`config.mk`:
```
export PLATFORM = sky130hd
export DESIGN_NAME = pmp_csr_bank
export DESIGN_NICKNAME = d
export VERILOG_FILES = /design/src/rtl/pmp_pkg.sv /design/src/rtl/pmp_cfg_gate.sv /design/src/rtl/pmp_entry.sv /design/src/rtl/pmp_sec_reg.sv /design/src/rtl/pmp_csr_bank.sv
export SDC_FILE = /design/constraint.sdc
export NUM_CORES = 2
export LEC_CHECK = 0
export ABC_CLOCK_PERIOD_IN_PS = 8500
export BUFFER_PORTS_ARGS = -buffer_cell sky130_fd_sc_hd__buf_2
export CORE_AREA = 2 2 281 283
export CTS_CLUSTER_DIAMETER = 150
export DETAILED_ROUTE_END_ITERATION = 10
export DIE_AREA = 0 0 283 285
export HOLD_SLACK_MARGIN = 0.08
export PLACE_DENSITY = 0.72
export SLEW_MARGIN = 15
export SYNTH_ARGS = -nofsm -noshare
export SYNTH_HDL_FRONTEND = slang
export SYNTH_HIERARCHICAL = 1
export SYNTH_SLANG_ARGS = --single-unit
```
`constraint.sdc`:
```
create_clock -name clk -period 8.5 [get_ports clk]
set_input_delay 1.7 -clock clk [delete_from_list [all_inputs] [get_ports clk]]
set_output_delay 1.7 -clock clk [all_outputs]
set_load 0.005 [all_outputs]
```
`src/rtl/pmp_pkg.sv`:
```
package pmp_pkg;

  typedef enum logic [1:0] {
    SEL_CFG  = 2'd0,
    SEL_ADDR = 2'd1,
    SEL_SEC  = 2'd2,
    SEL_NONE = 2'd3
  } csr_sel_e;

  typedef enum logic [1:0] {
    AM_OFF   = 2'd0,
    AM_TOR   = 2'd1,
    AM_NA4   = 2'd2,
    AM_NAPOT = 2'd3
  } amode_e;

  // one entry's control byte, bit 7 down to bit 0
  typedef struct packed {
    logic       lock;
    logic [1:0] spare;
    amode_e     amode;
    logic       x;
    logic       w;
    logic       r;
  } ent_cfg_t;

  // security control, bit 2 down to bit 0
  typedef struct packed {
    logic bypass;
    logic whitelist;
    logic lockdown;
  } sec_t;

endpackage

```
`src/rtl/pmp_cfg_gate.sv`:
```
module pmp_cfg_gate
  import pmp_pkg::*;
#(
  parameter bit ENHANCED = 1'b1
) (
  input  ent_cfg_t cur_cfg,
  input  ent_cfg_t new_cfg,
  input  sec_t     sec,
  output logic     accept
);

  generate
    if (ENHANCED) begin : g_enh
      logic keep_x_off;
      logic open_path;
      logic lock_no_x;
      logic shared_ok;
      always_comb begin
        keep_x_off = ({new_cfg.x, new_cfg.w, new_cfg.r} != 3'b110);
        open_path  = !sec.lockdown && !cur_cfg.lock;
        lock_no_x  = sec.lockdown && new_cfg.lock && !new_cfg.x;
        shared_ok  = sec.lockdown && !new_cfg.lock && keep_x_off;
        accept     = sec.bypass || open_path || lock_no_x || shared_ok;
      end
    end else begin : g_plain
      logic unused_ok;
      assign unused_ok = ^{sec, new_cfg};
      assign accept    = !cur_cfg.lock;
    end
  endgenerate

endmodule

```
`src/rtl/pmp_entry.sv`:
```
module pmp_entry
  import pmp_pkg::*;
#(
  parameter int XLEN     = 32,
  parameter bit ENHANCED = 1'b1
) (
  input  logic            clk,
  input  logic            rst_n,
  input  logic            cfg_we,
  input  ent_cfg_t        cfg_wdata,
  input  logic            addr_we,
  input  logic [XLEN-1:0] addr_wdata,
  input  sec_t            sec,
  input  logic            succ_guard,
  output ent_cfg_t        cfg_q,
  output logic [XLEN-1:0] addr_q,
  output logic            changed
);

  logic cfg_ok;
  logic cfg_upd;
  logic addr_upd;

  pmp_cfg_gate #(.ENHANCED(ENHANCED)) u_gate (
    .cur_cfg (cfg_q),
    .new_cfg (cfg_wdata),
    .sec     (sec),
    .accept  (cfg_ok)
  );

  always_comb begin
    cfg_upd  = cfg_we && cfg_ok && (cfg_wdata != cfg_q);
    addr_upd = addr_we && !cfg_q.lock && !succ_guard && (addr_wdata != addr_q);
    changed  = cfg_upd || addr_upd;
  end

  always_ff @(posedge clk or negedge rst_n) begin
    if (!rst_n) begin
      cfg_q  <= '0;
      addr_q <= '0;
    end else begin
      if (cfg_upd)  cfg_q  <= cfg_wdata;
      if (addr_upd) addr_q <= addr_wdata;
    end
  end

  // a locked entry keeps its address
  a_r5_locked_addr_held : assert property (@(posedge clk) disable iff (!rst_n)
    cfg_q.lock |=> $stable(addr_q));

  // a locked top-of-range successor guards this address
  a_r6_succ_guard_held : assert property (@(posedge clk) disable iff (!rst_n)
    succ_guard |=> $stable(addr_q));

  generate
    if (!ENHANCED) begin : g_plain_chk
      // plain lock freezes the control byte
      a_r3_plain_lock_held : assert property (@(posedge clk) disable iff (!rst_n)
        cfg_q.lock |=> $stable(cfg_q));
    end
  endgenerate

endmodule

```
`src/rtl/pmp_sec_reg.sv`:
```
module pmp_sec_reg
  import pmp_pkg::*;
#(
  parameter bit ENHANCED = 1'b1
) (
  input  logic clk,
  input  logic rst_n,
  input  logic we,
  input  sec_t wdata,
  input  logic any_lock,
  output sec_t sec_q,
  output logic changed
);

  sec_t nxt;

  always_comb begin
    nxt = wdata;
    if (!sec_q.bypass && any_lock) nxt.bypass = 1'b0;
    if (ENHANCED) begin
      nxt.lockdown  = nxt.lockdown  | sec_q.lockdown;
      nxt.whitelist = nxt.whitelist | sec_q.whitelist;
    end else begin
      nxt = '0;
    end
    changed = we && ((nxt.lockdown != sec_q.lockdown) ||
                     (nxt.whitelist != sec_q.whitelist));
  end

  always_ff @(posedge clk or negedge rst_n) begin
    if (!rst_n) sec_q <= '0;
    else if (we) sec_q <= nxt;
  end

  // sticky lockdown and whitelist
  a_r8_lockdown_sticky : assert property (@(posedge clk) disable iff (!rst_n)
    sec_q.lockdown |=> sec_q.lockdown);
  a_r8_whitelist_sticky : assert property (@(posedge clk) disable iff (!rst_n)
    sec_q.whitelist |=> sec_q.whitelist);

  // bypass cannot rise while an entry is locked
  a_r9_bypass_no_rise : assert property (@(posedge clk) disable iff (!rst_n)
    (!sec_q.bypass && any_lock) |=> !sec_q.bypass);

endmodule

```
`src/rtl/pmp_csr_bank.sv`:
```
module pmp_csr_bank
  import pmp_pkg::*;
#(
  parameter int NUM_ENTRIES = 16,
  parameter int XLEN        = 32,
  parameter int IDX_W       = 8,
  parameter bit ENHANCED    = 1'b1
) (
  input  logic                        clk,
  input  logic                        rst_n,
  input  logic                        csr_we,
  input  logic [1:0]                  csr_wsel,
  input  logic [IDX_W-1:0]            csr_widx,
  input  logic [XLEN-1:0]             csr_wdata,
  input  logic [1:0]                  csr_rsel,
  input  logic [IDX_W-1:0]            csr_ridx,
  output logic [XLEN-1:0]             csr_rdata,
  output logic                        flush_o,
  output logic [2:0]                  sec_o,
  output logic [NUM_ENTRIES*8-1:0]    cfg_o,
  output logic [NUM_ENTRIES*XLEN-1:0] addr_o
);

  localparam int FPC = XLEN / 8;

  csr_sel_e        wsel;
  csr_sel_e        rsel;
  ent_cfg_t        cfg_q   [NUM_ENTRIES];
  logic [XLEN-1:0] addr_q  [NUM_ENTRIES];
  logic            ent_chg [NUM_ENTRIES];
  logic            lock_v  [NUM_ENTRIES];
  logic            guard_v [NUM_ENTRIES];
  sec_t            sec_q;
  logic            sec_chg;
  logic            any_lock;
  logic            any_chg;

  assign wsel = csr_sel_e'(csr_wsel);
  assign rsel = csr_sel_e'(csr_rsel);

  generate
    for (genvar e = 0; e < NUM_ENTRIES; e++) begin : g_ent
      logic cfg_hit;
      logic addr_hit;

      assign cfg_hit  = csr_we && (wsel == SEL_CFG)  && (int'(csr_widx) == e / FPC);
      assign addr_hit = csr_we && (wsel == SEL_ADDR) && (int'(csr_widx) == e);

      if (e + 1 < NUM_ENTRIES) begin : g_succ
        assign guard_v[e] = cfg_q[e+1].lock && (cfg_q[e+1].amode == AM_TOR);
      end else begin : g_last
        assign guard_v[e] = 1'b0;
      end

      pmp_entry #(.XLEN(XLEN), .ENHANCED(ENHANCED)) u_ent (
        .clk        (clk),
        .rst_n      (rst_n),
        .cfg_we     (cfg_hit),
        .cfg_wdata  (ent_cfg_t'(csr_wdata[(e % FPC)*8 +: 8])),
        .addr_we    (addr_hit),
        .addr_wdata (csr_wdata),
        .sec        (sec_q),
        .succ_guard (guard_v[e]),
        .cfg_q      (cfg_q[e]),
        .addr_q     (addr_q[e]),
        .changed    (ent_chg[e])
      );

      assign lock_v[e]                 = cfg_q[e].lock;
      assign cfg_o[e*8 +: 8]           = cfg_q[e];
      assign addr_o[e*XLEN +: XLEN]    = addr_q[e];
    end
  endgenerate

  always_comb begin
    any_lock = 1'b0;
    any_chg  = 1'b0;
    for (int e = 0; e < NUM_ENTRIES; e++) begin
      any_lock = any_lock | lock_v[e];
      any_chg  = any_chg  | ent_chg[e];
    end
  end

  pmp_sec_reg #(.ENHANCED(ENHANCED)) u_sec (
    .clk      (clk),
    .rst_n    (rst_n),
    .we       (csr_we && (wsel == SEL_SEC)),
    .wdata    (sec_t'(csr_wdata[2:0])),
    .any_lock (any_lock),
    .sec_q    (sec_q),
    .changed  (sec_chg)
  );

  assign sec_o = sec_q;

  always_ff @(posedge clk or negedge rst_n) begin
    if (!rst_n) flush_o <= 1'b0;
    else        flush_o <= any_chg || sec_chg;
  end

  // combinational read path; positions beyond the bank stay zero
  always_comb begin
    csr_rdata = '0;
    unique case (rsel)
      SEL_CFG: begin
        for (int e = 0; e < NUM_ENTRIES; e++) begin
          if (int'(csr_ridx) == e / FPC) csr_rdata[(e % FPC)*8 +: 8] = cfg_q[e];
        end
      end
      SEL_ADDR: begin
        for (int e = 0; e < NUM_ENTRIES; e++) begin
          if (int'(csr_ridx) == e) csr_rdata = addr_q[e];
        end
      end
      SEL_SEC:  csr_rdata = XLEN'(sec_q);
      default:  csr_rdata = '0;
    endcase
  end

  // every change of exported state comes with a flush pulse
  a_r10_cfg_change_flush : assert property (@(posedge clk) disable iff (!rst_n)
    !$stable(cfg_o) |-> flush_o);
  a_r10_addr_change_flush : assert property (@(posedge clk) disable iff (!rst_n)
    !$stable(addr_o) |-> flush_o);
  a_r10_sec_change_flush : assert property (@(posedge clk) disable iff (!rst_n)
    !$stable(sec_o[1:0]) |-> flush_o);

endmodule

```
==> reports/results.tsv <==
stage	metric	value	unit
status	status	finished clean	
placed_design	I/O Buffers	730	
floorplan	Die H	285	um
setup_path	Reg-to-Reg End	flush_o	
power_and_ir_drop	Overall Power	7.19	mW
setup_path	worst r2r path cells	9	
drt	WL/cell	38.4	um
clock_network	clk_lat worst skew	0.64	ns
clock_network	clk root buf	clkbuf_16	
final_layout	area of the multi-input gates	21100	um2
setup_path	R2R setup slack	4.20	ns
placed_design	pre-CTS setup slack	1.54	ns
logic_synthesis	register area share after synthesis	42.3	%
floorplan	core box area	78000	um2
grt	largest net degree at the start of global routing	159	
logic_synthesis	asr flop ratio synth	100	%
drt	Via Count	34900	
final_layout	Sequential Area	16100	um2
sta	slack of the critical path	1.41	ns
final_layout	layout cells sized above 1	41.9	%
sta	RSZ-0062 raised after global routing	false	
sta	# setup viols final	0	
worst_hold_path	Worst Hold Endpoint	u_sec/sec_q[1]	
logic_synthesis	Yosys top cell area share	42.3	%
logic_synthesis	Synth area leaders	dfrtp_1, mux2_2, xor2_1	
power_and_ir_drop	pwr/cell area	158	nW/um2
logic_synthesis	mean area per synthesized cell	11.8	um2
clock_network	CTS resizes	0	
setup_path	Max FO, Critical Path	33	
setup_path	data arrival time of the critical path	5.39	ns
power_and_ir_drop	maximum ir drop on the vdd rail	0.144	mV
sta	max_slew headroom	23.1	%
grt	grt ovf	0	
floorplan	die area	80700	um2
logic_synthesis	post-synthesis cell count	3226	
clock_network	H-tree depth	3	
sta	Hold Vio Cnt, Final	0	
floorplan	initial core utilization	48.9	%
flow_run	MaxCap Viol Count	0	
floorplan	num rows	103	
sta	worst clock skew	0.0359	ns
grt	initial antenna violation count	9	
final_layout	fillers	6660	
drt	1st-iter DRT viols	5268	
final_layout	area delta synth->final	19.2	%
clock_network	Post-CTS Setup Bufs	0	
logic_synthesis	ys flop type	dfrtp_1	
setup_path	Critical Path RT	6.80	ns
sta	Slew @ Worst Pin	1.15	ns
setup_path	R2R Path Start	g_ent[9].u_ent/addr_q[23]	
sta	fin crit share	83.4	%
logic_synthesis	Syn Nets	3281	
placed_design	gpl congestion	1.10	
grt	first-pass GRT wire length	269	mm
setup_path	WS Path Type	in -> out	
clock_network	CTS Sinks	644	
logic_synthesis	Mapped Area	38100	um2
drt	Final ANT Viol Nets	0	
placed_design	final HPWL from detailed placement	147	mm
drt	first-pass iteration count of the detailed router	6	
logic_synthesis	Synth area leader	dfrtp_1	
setup_path	CP Capture Type	output pin	
clock_network	Num CTS Buffers	73	
drt	DR DRC count	0	
setup_path	CP startpoint kind	primary input	
grt	vias in the first global route	33000	
clock_network	TritonCTS clock tree	built	
logic_synthesis	number of synthesized flops with an enable pin	0	
final_layout	fin area	45400	um2
logic_synthesis	count of cell types in the netlist	73	
sta	Max Fclk	141	MHz
final_layout	Final Net Count	4040	
sta	Min Hold Slack	0.531	ns
worst_hold_path	worst hold path depth	1	
drt	routed wire length	195	mm
clock_network	Clock Tree Buf Depth	3	
sta	min Tclk post-route	7.09	ns
logic_synthesis	yosys warns	6	
grt	Global Route Usage Sum	47.1	%
clock_network	cts-stage hold buffer count	0	
logic_synthesis	synthesis-stage register bit count	644	
floorplan	Die X	283	um
drt	DR vias/cell	6.85	
worst_hold_path	hold path start	u_sec/sec_q[1]	
placed_design	Placed Area	43100	um2
worst_hold_path	worst min path class	reg -> reg	
power_and_ir_drop	Leak	24.5	nW
sta	Final Max Slew Viols	0	
clock_network	Clock Pin Slew Worst Setup and Hold Paths	0.06	ns
logic_synthesis	top cells by count, synth	dfrtp_1, mux2_2, xor2_1	
sta	TNS Setup	0	ns
floorplan	Top-Level Pins	731	
cell families after synthesis:
group / synth area share [%]
multiplexers: 23.6
flip-flops: 42.3
XOR/XNOR: 14.7
AND/OR/NAND/NOR: 7.61
AO/OA/AOI/OAI: 8.91
buffers and inverters: 2.82
other: 0.00984
layout by cell type (no fill, tap or decap), drive strengths merged, types with 61 or more instances in the layout:
cell / n
a21oi: 103
buf: 832
clkbuf: 102
dfrtp: 644
mux2: 644
mux4: 61
nand2: 124
nor2: 81
nor4: 173
o21ai: 85
xor2: 640
sequential cells by signal, summed over array words and instances (netlist names):
signal and count:
g_ent.u_ent/cfg_q 128, u_sec/sec_q 3, g_ent.u_ent/addr_q 512, flush_o 1
worst max-delay path, cell delays in order:
cell      delay, ns
buf_2          0.67
clkinv_1       0.57
nor3_1         0.83
a22oi_1        0.26
a311oi_1       0.67
o21ai_0        0.42
buf_2          0.24
metal layers:
| layer | global-route usage, % | share of wire [%] | vias up |
|---|---|---|---|
| met5 | 0 | 0.039 | - |
| met4 | 29.0 | 8.0 | 14 |
| met3 | 13.9 | 12 | 775 |
| met2 | 71.2 | 44 | 2947 |
| met1 | 59.8 | 36 | 17700 |
| li1 | - | - | 13400 |
power breakdown:
| group | total, mW | switching [mW] | internal [mW] |
|---|---|---|---|
| combinational | 0.786 | 0.544 | 0.242 |
| sequential | 3.21 | 0.102 | 3.11 |
| clock | 3.19 | 1.34 | 1.85 |
how the worst max path moves through the flow:
stage	from	end	slack, ns	cells past startpoint
CTS	csr_ridx[3]	csr_rdata[24]	1.53	7
global route	csr_ridx[3]	csr_rdata[24]	1.38	7
finish	csr_ridx[3]	csr_rdata[24]	1.41	7
floorplan	csr_ridx[0]	csr_rdata[16]	3.36	7
global placement	csr_ridx[3]	csr_rdata[24]	1.56	7
detailed placement	csr_ridx[3]	csr_rdata[24]	1.54	7
through the flow:
stage               std cells  util, %
detailed placement       4960     55.2
CTS                      5085     58.3
global placement         4960     55.2
finish                   5088     58.3
global route             5085     58.3
floorplan                3226        -
area by class of cell:
| cell class | count | share of cell area [%] |
|---|---|---|
| sequential | 644 | 35.5 |
| tap | 1050 | 2.89 |
| inverter | 24 | 0.198 |
| multi-input combinational | 2409 | 46.4 |
| antenna | 3 | 0.0165 |
| clock buffer | 101 | 4.54 |
| clock inverter | 24 | 0.622 |
| timing repair buffer | 833 | 9.88 |
No activity file was read; power rests on OpenSTA's default activity.
